File: src/rtl/sgdma_pkg.sv
package sgdma_pkg;
  localparam int unsigned AW = 32;
  localparam int unsigned DW = 32;
  localparam int unsigned HW = DW / 2;
  localparam int unsigned BEW = DW / 8;

  localparam logic [2:0] OFF_CMD = 3'd0;
  localparam logic [2:0] OFF_STS = 3'd2;
  localparam logic [2:0] OFF_PTR = 3'd4;

  localparam int unsigned CMD_RUN = 0;
  localparam int unsigned CMD_DIR = 3;
  localparam int unsigned STS_ERR = 1;
  localparam int unsigned STS_IRQ = 2;

  typedef enum logic [3:0] {
    S_IDLE, S_D0_REQ, S_D0_RSP, S_D1_REQ, S_D1_RSP,
    S_GATHER, S_WR_REQ, S_WR_RSP, S_RD_REQ, S_RD_RSP, S_SCATTER
  } eng_state_e;
endpackage

File: src/rtl/sgdma_regs.sv
module sgdma_regs
  import sgdma_pkg::*;
#(
  parameter logic       SIMPLEX_ONLY = 1'b0,
  parameter logic [1:0] CAP_RST      = 2'b00
) (
  input  logic          clk_i,
  input  logic          rst_ni,
  input  logic          we_i,
  input  logic [2:0]    addr_i,
  input  logic [DW-1:0] wdata_i,
  output logic [DW-1:0] rdata_o,
  input  logic          busy_i,
  input  logic          err_set_i,
  input  logic          irq_i,
  output logic          run_o,
  output logic          dir_o,
  output logic          go_o,
  output logic [AW-1:0] ptr_o,
  output logic          sts_err_o,
  output logic          sts_irq_o
);
  logic          run_q, run_d1_q, dir_q, err_q, irq_q;
  logic [1:0]    cap_q;
  logic [AW-3:0] ptr_q;
  logic          wr_cmd, wr_sts, wr_ptr;

  assign wr_cmd = we_i && (addr_i == OFF_CMD);
  assign wr_sts = we_i && (addr_i == OFF_STS);
  assign wr_ptr = we_i && (addr_i == OFF_PTR);

  always_ff @(posedge clk_i or negedge rst_ni) begin
    if (!rst_ni) begin
      run_q    <= 1'b0;
      run_d1_q <= 1'b0;
      dir_q    <= 1'b0;
      cap_q    <= CAP_RST;
      ptr_q    <= '0;
      err_q    <= 1'b0;
      irq_q    <= 1'b0;
    end else begin
      run_d1_q <= run_q;
      if (wr_cmd) begin
        run_q <= wdata_i[CMD_RUN];
        dir_q <= wdata_i[CMD_DIR];
      end
      if (wr_sts) cap_q <= wdata_i[6:5];
      if (wr_ptr) ptr_q <= wdata_i[AW-1:2];
      // set wins over a same-cycle write-one-to-clear
      if (err_set_i) err_q <= 1'b1;
      else if (wr_sts && wdata_i[STS_ERR]) err_q <= 1'b0;
      if (irq_i) irq_q <= 1'b1;
      else if (wr_sts && wdata_i[STS_IRQ]) irq_q <= 1'b0;
    end
  end

  always_comb begin
    rdata_o = '0;
    unique case (addr_i)
      OFF_CMD: rdata_o[7:0] = {4'b0, dir_q, 2'b0, run_q};
      OFF_STS: rdata_o[7:0] = {SIMPLEX_ONLY, cap_q, 2'b0, irq_q, err_q, busy_i};
      OFF_PTR: rdata_o      = {ptr_q, 2'b00};
      default: rdata_o      = '0;
    endcase
  end

  assign run_o     = run_q;
  assign dir_o     = dir_q;
  assign go_o      = run_q && !run_d1_q;
  assign ptr_o     = {ptr_q, 2'b00};
  assign sts_err_o = err_q;
  assign sts_irq_o = irq_q;
endmodule

File: src/rtl/sgdma_ctrl.sv
module sgdma_ctrl
  import sgdma_pkg::*;
#(
  parameter int unsigned CNT_W = 16
) (
  input  logic           clk_i,
  input  logic           rst_ni,
  input  logic           go_i,
  input  logic           run_i,
  input  logic           dir_i,
  input  logic [AW-1:0]  ptr_i,
  output logic           busy_o,
  output logic           err_o,
  output logic           mem_req_valid_o,
  input  logic           mem_req_ready_i,
  output logic           mem_req_we_o,
  output logic [AW-1:0]  mem_req_addr_o,
  output logic [DW-1:0]  mem_req_wdata_o,
  output logic [BEW-1:0] mem_req_be_o,
  input  logic           mem_rsp_valid_i,
  input  logic [DW-1:0]  mem_rsp_rdata_i,
  input  logic           mem_rsp_err_i,
  input  logic           dev_rx_valid_i,
  input  logic [HW-1:0]  dev_rx_data_i,
  output logic           dev_rx_ready_o,
  output logic           dev_tx_valid_o,
  output logic [HW-1:0]  dev_tx_data_o,
  input  logic           dev_tx_ready_i
);
  localparam int unsigned REM_W = CNT_W + 1;
  localparam logic [REM_W-1:0] FULL_CNT = REM_W'(1) << CNT_W;
  localparam logic [AW-1:0] WORD_STEP = AW'(BEW);
  localparam logic [AW-1:0] DESC_STEP = AW'(2 * BEW);

  eng_state_e     state_q, first_word_s, after_word_s;
  logic [AW-1:0]  desc_q, cur_q;
  logic [REM_W-1:0] rem_q, cnt_dec;
  logic [CNT_W-1:0] cnt_raw;
  logic [DW-1:0]  buf_q;
  logic           dir_q, eot_q, half_q;
  logic           two_half, region_end, last_half, in_rsp, rsp_err;

  assign two_half   = rem_q > REM_W'(2);
  assign region_end = rem_q <= REM_W'(4);
  assign last_half  = half_q || !two_half;

  assign cnt_raw = {mem_rsp_rdata_i[CNT_W-1:1], 1'b0};
  assign cnt_dec = (cnt_raw == '0) ? FULL_CNT : {1'b0, cnt_raw};

  assign in_rsp  = (state_q == S_D0_RSP) || (state_q == S_D1_RSP) ||
                   (state_q == S_WR_RSP) || (state_q == S_RD_RSP);
  assign rsp_err = in_rsp && mem_rsp_valid_i && mem_rsp_err_i;

  always_comb begin
    if (!run_i) first_word_s = S_IDLE;
    else if (dir_q) first_word_s = S_GATHER;
    else first_word_s = S_RD_REQ;
  end

  always_comb begin
    if (region_end) after_word_s = eot_q ? S_IDLE : (run_i ? S_D0_REQ : S_IDLE);
    else after_word_s = first_word_s;
  end

  always_ff @(posedge clk_i or negedge rst_ni) begin
    if (!rst_ni) begin
      state_q <= S_IDLE;
      desc_q  <= '0;
      cur_q   <= '0;
      rem_q   <= '0;
      buf_q   <= '0;
      dir_q   <= 1'b0;
      eot_q   <= 1'b0;
      half_q  <= 1'b0;
    end else if (rsp_err) begin
      state_q <= S_IDLE;
    end else begin
      unique case (state_q)
        S_IDLE: if (go_i) begin
          desc_q  <= ptr_i;
          dir_q   <= dir_i;
          state_q <= S_D0_REQ;
        end
        S_D0_REQ: if (mem_req_ready_i) state_q <= S_D0_RSP;
        S_D0_RSP: if (mem_rsp_valid_i) begin
          cur_q   <= {mem_rsp_rdata_i[AW-1:2], 2'b00};
          state_q <= S_D1_REQ;
        end
        S_D1_REQ: if (mem_req_ready_i) state_q <= S_D1_RSP;
        S_D1_RSP: if (mem_rsp_valid_i) begin
          rem_q   <= cnt_dec;
          eot_q   <= mem_rsp_rdata_i[DW-1];
          half_q  <= 1'b0;
          state_q <= first_word_s;
        end
        S_GATHER: begin
          if (!half_q && !run_i) begin
            state_q <= S_IDLE;
          end else if (dev_rx_valid_i) begin
            if (half_q) buf_q[DW-1:HW] <= dev_rx_data_i;
            else buf_q[HW-1:0] <= dev_rx_data_i;
            if (last_half) begin
              half_q  <= 1'b0;
              state_q <= S_WR_REQ;
            end else begin
              half_q <= 1'b1;
            end
          end
        end
        S_WR_REQ: if (mem_req_ready_i) state_q <= S_WR_RSP;
        S_RD_REQ: if (mem_req_ready_i) state_q <= S_RD_RSP;
        S_RD_RSP: if (mem_rsp_valid_i) begin
          buf_q   <= mem_rsp_rdata_i;
          half_q  <= 1'b0;
          state_q <= S_SCATTER;
        end
        S_WR_RSP, S_SCATTER: begin
          if ((state_q == S_WR_RSP && mem_rsp_valid_i) ||
              (state_q == S_SCATTER && dev_tx_ready_i && last_half)) begin
            cur_q   <= cur_q + WORD_STEP;
            rem_q   <= rem_q - (two_half ? REM_W'(4) : REM_W'(2));
            half_q  <= 1'b0;
            if (region_end && !eot_q) desc_q <= desc_q + DESC_STEP;
            state_q <= after_word_s;
          end else if (state_q == S_SCATTER && dev_tx_ready_i) begin
            half_q <= 1'b1;
          end
        end
        default: state_q <= S_IDLE;
      endcase
    end
  end

  assign busy_o = state_q != S_IDLE;
  assign err_o  = rsp_err;

  assign mem_req_valid_o = (state_q == S_D0_REQ) || (state_q == S_D1_REQ) ||
                           (state_q == S_WR_REQ) || (state_q == S_RD_REQ);
  assign mem_req_we_o    = state_q == S_WR_REQ;
  assign mem_req_wdata_o = buf_q;
  assign mem_req_be_o    = (state_q == S_WR_REQ && !two_half) ?
                           {{(BEW/2){1'b0}}, {(BEW/2){1'b1}}} : {BEW{1'b1}};

  always_comb begin
    unique case (state_q)
      S_D0_REQ: mem_req_addr_o = desc_q;
      S_D1_REQ: mem_req_addr_o = desc_q + WORD_STEP;
      default:  mem_req_addr_o = cur_q;
    endcase
  end

  assign dev_rx_ready_o = (state_q == S_GATHER) && (half_q || run_i);
  assign dev_tx_valid_o = state_q == S_SCATTER;
  assign dev_tx_data_o  = half_q ? buf_q[DW-1:HW] : buf_q[HW-1:0];
endmodule

File: src/rtl/sgdma_engine.sv
module sgdma_engine
  import sgdma_pkg::*;
#(
  parameter int unsigned CNT_W        = 16,
  parameter logic        SIMPLEX_ONLY = 1'b0,
  parameter logic [1:0]  CAP_RST      = 2'b00
) (
  input  logic          clk_i,
  input  logic          rst_ni,
  input  logic          reg_we_i,
  input  logic [2:0]    reg_addr_i,
  input  logic [31:0]   reg_wdata_i,
  output logic [31:0]   reg_rdata_o,
  output logic          mem_req_valid_o,
  input  logic          mem_req_ready_i,
  output logic          mem_req_we_o,
  output logic [31:0]   mem_req_addr_o,
  output logic [31:0]   mem_req_wdata_o,
  output logic [3:0]    mem_req_be_o,
  input  logic          mem_rsp_valid_i,
  input  logic [31:0]   mem_rsp_rdata_i,
  input  logic          mem_rsp_err_i,
  input  logic          dev_rx_valid_i,
  input  logic [15:0]   dev_rx_data_i,
  output logic          dev_rx_ready_o,
  output logic          dev_tx_valid_o,
  output logic [15:0]   dev_tx_data_o,
  input  logic          dev_tx_ready_i,
  input  logic          dev_irq_i
);
  logic          busy, err_set, run, dir, go, sts_err, sts_irq;
  logic [AW-1:0] ptr;

  sgdma_regs #(
    .SIMPLEX_ONLY(SIMPLEX_ONLY),
    .CAP_RST     (CAP_RST)
  ) u_regs (
    .clk_i     (clk_i),
    .rst_ni    (rst_ni),
    .we_i      (reg_we_i),
    .addr_i    (reg_addr_i),
    .wdata_i   (reg_wdata_i),
    .rdata_o   (reg_rdata_o),
    .busy_i    (busy),
    .err_set_i (err_set),
    .irq_i     (dev_irq_i),
    .run_o     (run),
    .dir_o     (dir),
    .go_o      (go),
    .ptr_o     (ptr),
    .sts_err_o (sts_err),
    .sts_irq_o (sts_irq)
  );

  sgdma_ctrl #(
    .CNT_W(CNT_W)
  ) u_ctrl (
    .clk_i           (clk_i),
    .rst_ni          (rst_ni),
    .go_i            (go),
    .run_i           (run),
    .dir_i           (dir),
    .ptr_i           (ptr),
    .busy_o          (busy),
    .err_o           (err_set),
    .mem_req_valid_o (mem_req_valid_o),
    .mem_req_ready_i (mem_req_ready_i),
    .mem_req_we_o    (mem_req_we_o),
    .mem_req_addr_o  (mem_req_addr_o),
    .mem_req_wdata_o (mem_req_wdata_o),
    .mem_req_be_o    (mem_req_be_o),
    .mem_rsp_valid_i (mem_rsp_valid_i),
    .mem_rsp_rdata_i (mem_rsp_rdata_i),
    .mem_rsp_err_i   (mem_rsp_err_i),
    .dev_rx_valid_i  (dev_rx_valid_i),
    .dev_rx_data_i   (dev_rx_data_i),
    .dev_rx_ready_o  (dev_rx_ready_o),
    .dev_tx_valid_o  (dev_tx_valid_o),
    .dev_tx_data_o   (dev_tx_data_o),
    .dev_tx_ready_i  (dev_tx_ready_i)
  );
endmodule

File: config.mk
export PLATFORM = sky130hd
export DESIGN_NAME = sgdma_engine
export DESIGN_NICKNAME = d
export VERILOG_FILES = /design/src/rtl/sgdma_pkg.sv /design/src/rtl/sgdma_regs.sv /design/src/rtl/sgdma_ctrl.sv /design/src/rtl/sgdma_engine.sv
export SDC_FILE = /design/constraint.sdc
export NUM_CORES = 1
export LEC_CHECK = 0
export ABC_AREA = 1
export BUFFER_PORTS_ARGS = -buffer_cell sky130_fd_sc_hd__buf_4
export CORE_MARGIN = 2
export CORE_UTILIZATION = 51
export CTS_CLUSTER_SIZE = 24
export DETAILED_ROUTE_END_ITERATION = 8
export PLACE_DENSITY = 0.78
export SLEW_MARGIN = 20
export SYNTH_ARGS = -nofsm -noshare
export SYNTH_HDL_FRONTEND = slang
export SYNTH_SLANG_ARGS = --single-unit
File: constraint.sdc
create_clock -name clk_i -period 2.1 [get_ports clk_i]
set_input_delay 0.105 -clock clk_i [delete_from_list [all_inputs] [get_ports clk_i]]
set_output_delay 0.105 -clock clk_i [all_outputs]
set_load 0.02 [all_outputs]
After elaboration in Yosys (flattened, before gate mapping):

Index checks and enable logic that the tools add are counted.
Widths: inputs -> output; s select.

* register bits after elaboration: 157
* input port bits: 92
* output and inout bits: 120
* logic and storage cells: 162

* add/sub/neg operators: 4
* $lt $le $gt $ge: 2
* eq/ne operators: 35
* muxes and demuxes: 53
* bitwise gates (word level): 1
* reductions and logical operators: 51

Operator list (count)
* $mux 32: 8
* $pmux 32 s2: 4
* $mux 4: 18
* $add 32x3->32 const B: 2
* $mux 17: 3
* $mux 16: 3
* $pmux 4 s10: 1
* $pmux 17 s2: 1
* $add 32x4->32 const B: 1
* $mux 24: 1
* $pmux 8 s3: 1
* $ne 3x3->1 const B: 7
* $reduce_and 6->1: 3
* $gt 17x2->1 const B: 1
* $le 17x3->1 const B: 1
* $sub 17x17->17: 1
* $eq 4x3->1 const B: 4
* $logic_not 16->1: 1
* $logic_and 1x1->1: 15
* $ne 2x2->1 const B: 7
* $eq 4x4->1 const B: 3
* $reduce_bool 2->1: 6
* $mux 1: 11
* $reduce_and 11->1: 1
* 22 further kinds: 42

Logic depth before layout (Yosys ltp):

* depth in word-level cells: 8
* mapped depth: 18
* gate-level depth less buffers: 18

Modules after synthesis:

Synthesis repeated with hierarchy kept, for this count alone.

* cell total of the unflattened synthesis: 1790
* area total of the unflattened synthesis: 11076.9 um^2

Modules (own cells, without submodules)
* sgdma_ctrl: times used 1, cells an instance 1556, area an instance 9195.1 um^2, sequential area each 2927.8 um^2
* sgdma_regs: times used 1, cells an instance 234, area an instance 1881.8 um^2, sequential area each 925.9 um^2

Worst setup path after synthesis:

No wires, ideal clock.

* kind: flip-flop to flip-flop
* start: register u_ctrl.rem_q[10]
* end: register u_ctrl.rem_q[15]
* arrival time: 2.183 ns
* data required time: 1.978 ns
* path slack: -0.205 ns
* stages on the path, launching flop included: 18
* path buffers: 0
* period minus slack after synthesis: 2.305 ns
* cell sequence: dfrtp_1 > nor2_2 > nand2_1 > nor2_1 > nand2_1 > inv_1 > ha_1 > inv_1 > fa_1 > inv_1 > nand2_1 > nor2_1 > nand2_1 > xor2_1 > nand2_1 > nand2_1 > nand2_1 > o21ai_1

* longest elaborated chain between the ends: 7
* elaborated cells on any way between the ends: 11

RTL lines
* from (decl): RTL line sgdma_ctrl.sv:37 `logic [REM_W-1:0] rem_q, cnt_dec;`
* from (signal assigned): RTL line sgdma_ctrl.sv:91 `rem_q <= cnt_dec;`
* from (signal assigned): RTL line sgdma_ctrl.sv:121 `rem_q <= rem_q - (two_half ? REM_W'(4) : REM_W'(2));`
* branches (longest 7 deep; another with $gt 17x2->1)

Several ways; the timed one is not identified. The select of a mux whose other input is x is not followed.
A chain may end at the register's enable or synchronous reset.

Worst setup path after layout:

* start: register u_ctrl.rem_q[13]
* end: register u_ctrl.rem_q[15]

Same word-level chain as after synthesis.

==> key figures <==
Place
  • Placed Area: 13000 µm²
  • HPWL after DPL: roughly 27 mm
  • DP Worst Slack: -0.219 ns
  • GPL Wtd Cong: 0.985
  • Dpl cells: 2210
  • IO Port Bufs: 207

Timing
  • Final setup fails: between 50 and 60
  • Worst Tran Pin Value: 0.568 ns
  • Final Critical Period: 2.43 ns
  • Final worst setup slack: -0.325 ns
  • Fmax: 412 MHz
  • Post-route clock period utilization: 115%
  • Max-slew violations: 0
  • Clock Skews: 0.00989 ns
  • Relative slew slack: 61.8%
  • Setup TNS: -5.57 ns
  • Final Hold Vio Count: 0
  • RSZ-0062 raised after global routing: true

Drt
  • Antenna Nets Post-Route: 0
  • Via count: 13113
  • WL/cell: roughly 17 µm
  • DR pass1 iterations: 6
  • # DRC: 0
  • Drt first-iter violations: ~1400
  • Vias per cell: 5.58
  • Final WL: around 40 mm

Pwr
  • Combinational share of power: 59.8%
  • Sequential share of power: approximately a quarter
  • Internal Pwr Total: 11.6 mW
  • PwrDens: 1430 nW/µm²
  • Switching Share: 47.6%
  • Leak pwr: 7.72 nW
  • Net Sw Power: 10.5 mW
  • VDD IR max: 0.000821 V
  • Clk pwr share: between 10% and 20%

Synthesis
  • Synth cell types: 39
  • #FFs+latches synth: around 150
  • Gate Count Post-Synth: about 1700
  • YS warnings: 0
  • Avg Cell Area, Syn: 6.17 µm²
  • Seq/Total Area, Yosys: 35.8%
  • Synth Cell Area: 10600 µm²

Status
  • Status: complete, but fails checks
  • Violated checks: setup timing

Die
  • Initial core utilization: 52.2%
  • Ports: 212
  • Die footprint: between 20000 and 25000 µm²
  • Die Y: between 100 and 150 µm
  • Die X: 148 µm
  • Row count: 52
  • Core area: 20400 µm²

Global routing
  • Number of global-route vias before repair: between 10000 and 15000
  • GRT overflow: 0
  • Largest net degree at the start of global routing: 61
  • Global-route wire length before repair: 59.3 mm
  • Gr usage total: between 30 and 40%
  • Initial antenna violation count: 0

Worst setup path
  • Critical Path Fanout Max: 4
  • Reg2reg start: u_ctrl.rem_q[13]$_DFFE_PN0P_
  • Flop2flop setup slack: -0.33 ns
  • Setup crit start kind: register
  • Crit end category: register
  • Worst R2R End: u_ctrl.rem_q[15]$_DFFE_PN0P_
  • Type of the worst setup path: reg -> reg
  • R2R cell count: 17
  • Worst Path Arrival: between 2 and 3 ns
  • WP data required: 2.45 ns

Run
  • Max-Cap Viols: 0

Final layout
  • Most frequent cells in the layout: 546 x nand2_1, 321 x buf_4, 203 x inv_1
  • Area grow syn2layout: 45.5%
  • FILL cells: 1504
  • Final instance area: 15500 µm²
  • Most common cell after layout, fill and taps aside: nand2_1
  • Layout cells sized above 1: 27.8%
  • Area of the multi-input gates: 6500 µm²
  • Final std cells w/o fill: roughly 2400
  • Antenna cells: 0
  • Net count, final: 2171
  • Seq. cell area: 3830 µm²

Clock network
  • Worst-path clk slew: 0.07 ns
  • CTS tree: built
  • CTS buffer count: 17
  • H-tree depth: 4
  • Skew-Pair Late Insertion Delay: 0.43 ns
  • CTS max path bufs: 2
  • Clock sinks: 152
  • Root Buffer: clkbuf_16

Hold path
  • Worst hold path class: in -> reg
  • Hold EP: u_ctrl.mem_req_wdata_o[22]$_DFFE_PN0P_
  • Hold depth: 5
  • Startpoint of the worst hold path: mem_rsp_rdata_i[22]
[synthesized netlist by cell type]
master | instances | area [µm²]
o21bai_4 | 1 | 18.8
xor2_1 | 9 | 78.8
and2_1 | 1 | 6.26
a31oi_1 | 2 | 12.5
ha_1 | 5 | 62.6
o21ai_1 | 55 | 275
xnor2_1 | 1 | 8.76
o21ai_0 | 156 | 781
clkinv_1 | 2 | 7.51
nand3_1 | 121 | 606
o21bai_1 | 2 | 15.0
nor4_1 | 3 | 18.8
nor2_4 | 1 | 11.3
o22ai_1 | 5 | 31.3
nor2_1 | 217 | 815
clkbuf_1 | 31 | 116
nand2_1 | 591 | 2220
nor3_1 | 9 | 45.0
nor2_2 | 4 | 25.0
a221o_1 | 1 | 10.0
o211ai_1 | 5 | 37.5
or2_2 | 5 | 31.3
dfrtp_1 | 152 | 3800
buf_1 | 4 | 15.0
o31ai_1 | 1 | 7.51
conb_1 | 2 | 7.51
inv_1 | 215 | 807
nand2_2 | 4 | 25.0
inv_2 | 7 | 26.3
a221oi_1 | 2 | 17.5
nand4_1 | 15 | 93.8
fa_1 | 1 | 20.0
buf_4 | 8 | 60.1
a21oi_1 | 36 | 180
buf_2 | 23 | 115
a21oi_2 | 1 | 8.76
nor3b_1 | 1 | 7.51
o221ai_1 | 23 | 201
nand3b_1 | 1 | 7.51
[worst max-delay path by stage]
stage                                       from                            to  cells after the start
global route        u_ctrl.rem_q[13]$_DFFE_PN0P_  u_ctrl.rem_q[14]$_DFFE_PN0P_                     17
global placement    u_ctrl.rem_q[14]$_DFFE_PN0P_  u_ctrl.rem_q[15]$_DFFE_PN0P_                     17
detailed placement   u_ctrl.rem_q[5]$_DFFE_PN0P_  u_ctrl.rem_q[15]$_DFFE_PN0P_                     17
CTS                 u_ctrl.desc_q[3]$_DFFE_PN0P_            mem_req_addr_o[14]                      9
finish              u_ctrl.rem_q[13]$_DFFE_PN0P_  u_ctrl.rem_q[15]$_DFFE_PN0P_                     17
floorplan            u_ctrl.rem_q[9]$_DFFE_PN0P_  u_ctrl.rem_q[15]$_DFFE_PN0P_                     17
[state kept, by name (all words and copies together) (netlist names)]
signal / count
u_regs.sts_irq_o: 1
u_ctrl.state_q: 4
u_ctrl.eot_q: 1
u_ctrl.mem_req_wdata_o: 32
u_regs.cap_q: 2
u_ctrl.rem_q: 16
u_regs.sts_err_o: 1
u_regs.ptr_q: 30
u_ctrl.desc_q: 30
u_ctrl.half_q: 1
u_regs.run_o: 1
u_regs.dir_o: 1
u_ctrl.dir_q: 1
u_regs.run_d1_q: 1
u_ctrl.cur_q: 30
[what timing repair did]
action / 4_1_cts / 5_1_grt
endpoints found under the setup margin: 39 / 108
buffers inserted: 18 / 53
cloned: 0 / 3
pin swaps: 28 / 54
hold buffers: 42 / 0
hold endpoints to repair: 86 / 0
resized for setup: 102 / 150
[stage by stage]
stage	utilization, %	power [mW]	hold slack, ns
2_1_floorplan	-	11.6	-0.191
3_3_place_gp	63.7	15.8	0.0778
3_5_place_dp	63.7	16.1	0.0872
4_1_cts	71.1	20.3	0.00331
5_1_grt	76.0	23.4	0.0351
6_report	76.0	22.1	0.00599
[per-layer routing]
layer / vias to the layer above / wire length (µm) / global-route usage, %
li1: 6172 / - / -
met1: 5949 / 15900 / 44.9
met2: 840 / 18500 / 55.3
met3: 152 / 3800 / 4.51
met4: 0 / 1850 / 14.6
met5: - / 0 / 0
[cells by family after synthesis]
logic type / Yosys count / share of synthesized area [%]
AO/OA/AOI/OAI: 290 / 15.0
adder cells (fa/ha/maj): 6 / 0.776
AND/OR/NAND/NOR: 973 / 36.8
buffers and inverters: 290 / 10.8
XOR/XNOR: 10 / 0.824
other: 2 / 0.0706
flip-flops: 152 / 35.8
[power by group through the flow]
stage	clock (mW)	sequential [mW]	combinational (mW)
2_1_floorplan	0	5.54	6.11
3_3_place_gp	0	5.40	10.5
3_5_place_dp	0	5.44	10.7
4_1_cts	3.36	5.43	11.5
5_1_grt	3.48	5.67	14.2
6_report	3.35	5.55	13.2
[area by class of cell]
type | instances | area share (%)
clock buffer | 18 | 2.77
clock inverter | 10 | 1.16
inverter | 224 | 5.50
multi-input combinational | 1283 | 42.0
sequential | 152 | 24.8
tap | 270 | 2.18
timing repair buffer | 395 | 21.6
[worst max-delay path: stages (launching register included)]
cell	delay, ns
dfrtp_1	0.41
nor2_2	0.18
nand2_1	0.12
nor2_2	0.11
nand2_2	0.08
inv_2	0.09
ha_4	0.14
inv_2	0.05
fa_2	0.35
inv_2	0.10
nand2_4	0.08
nor2_4	0.09
nand2_1	0.09
xor2_1	0.19
nand2_1	0.08
nand2_1	0.06
nand2_1	0.05
o21ai_1	0.08
Power figures use the tool's default switching activity.
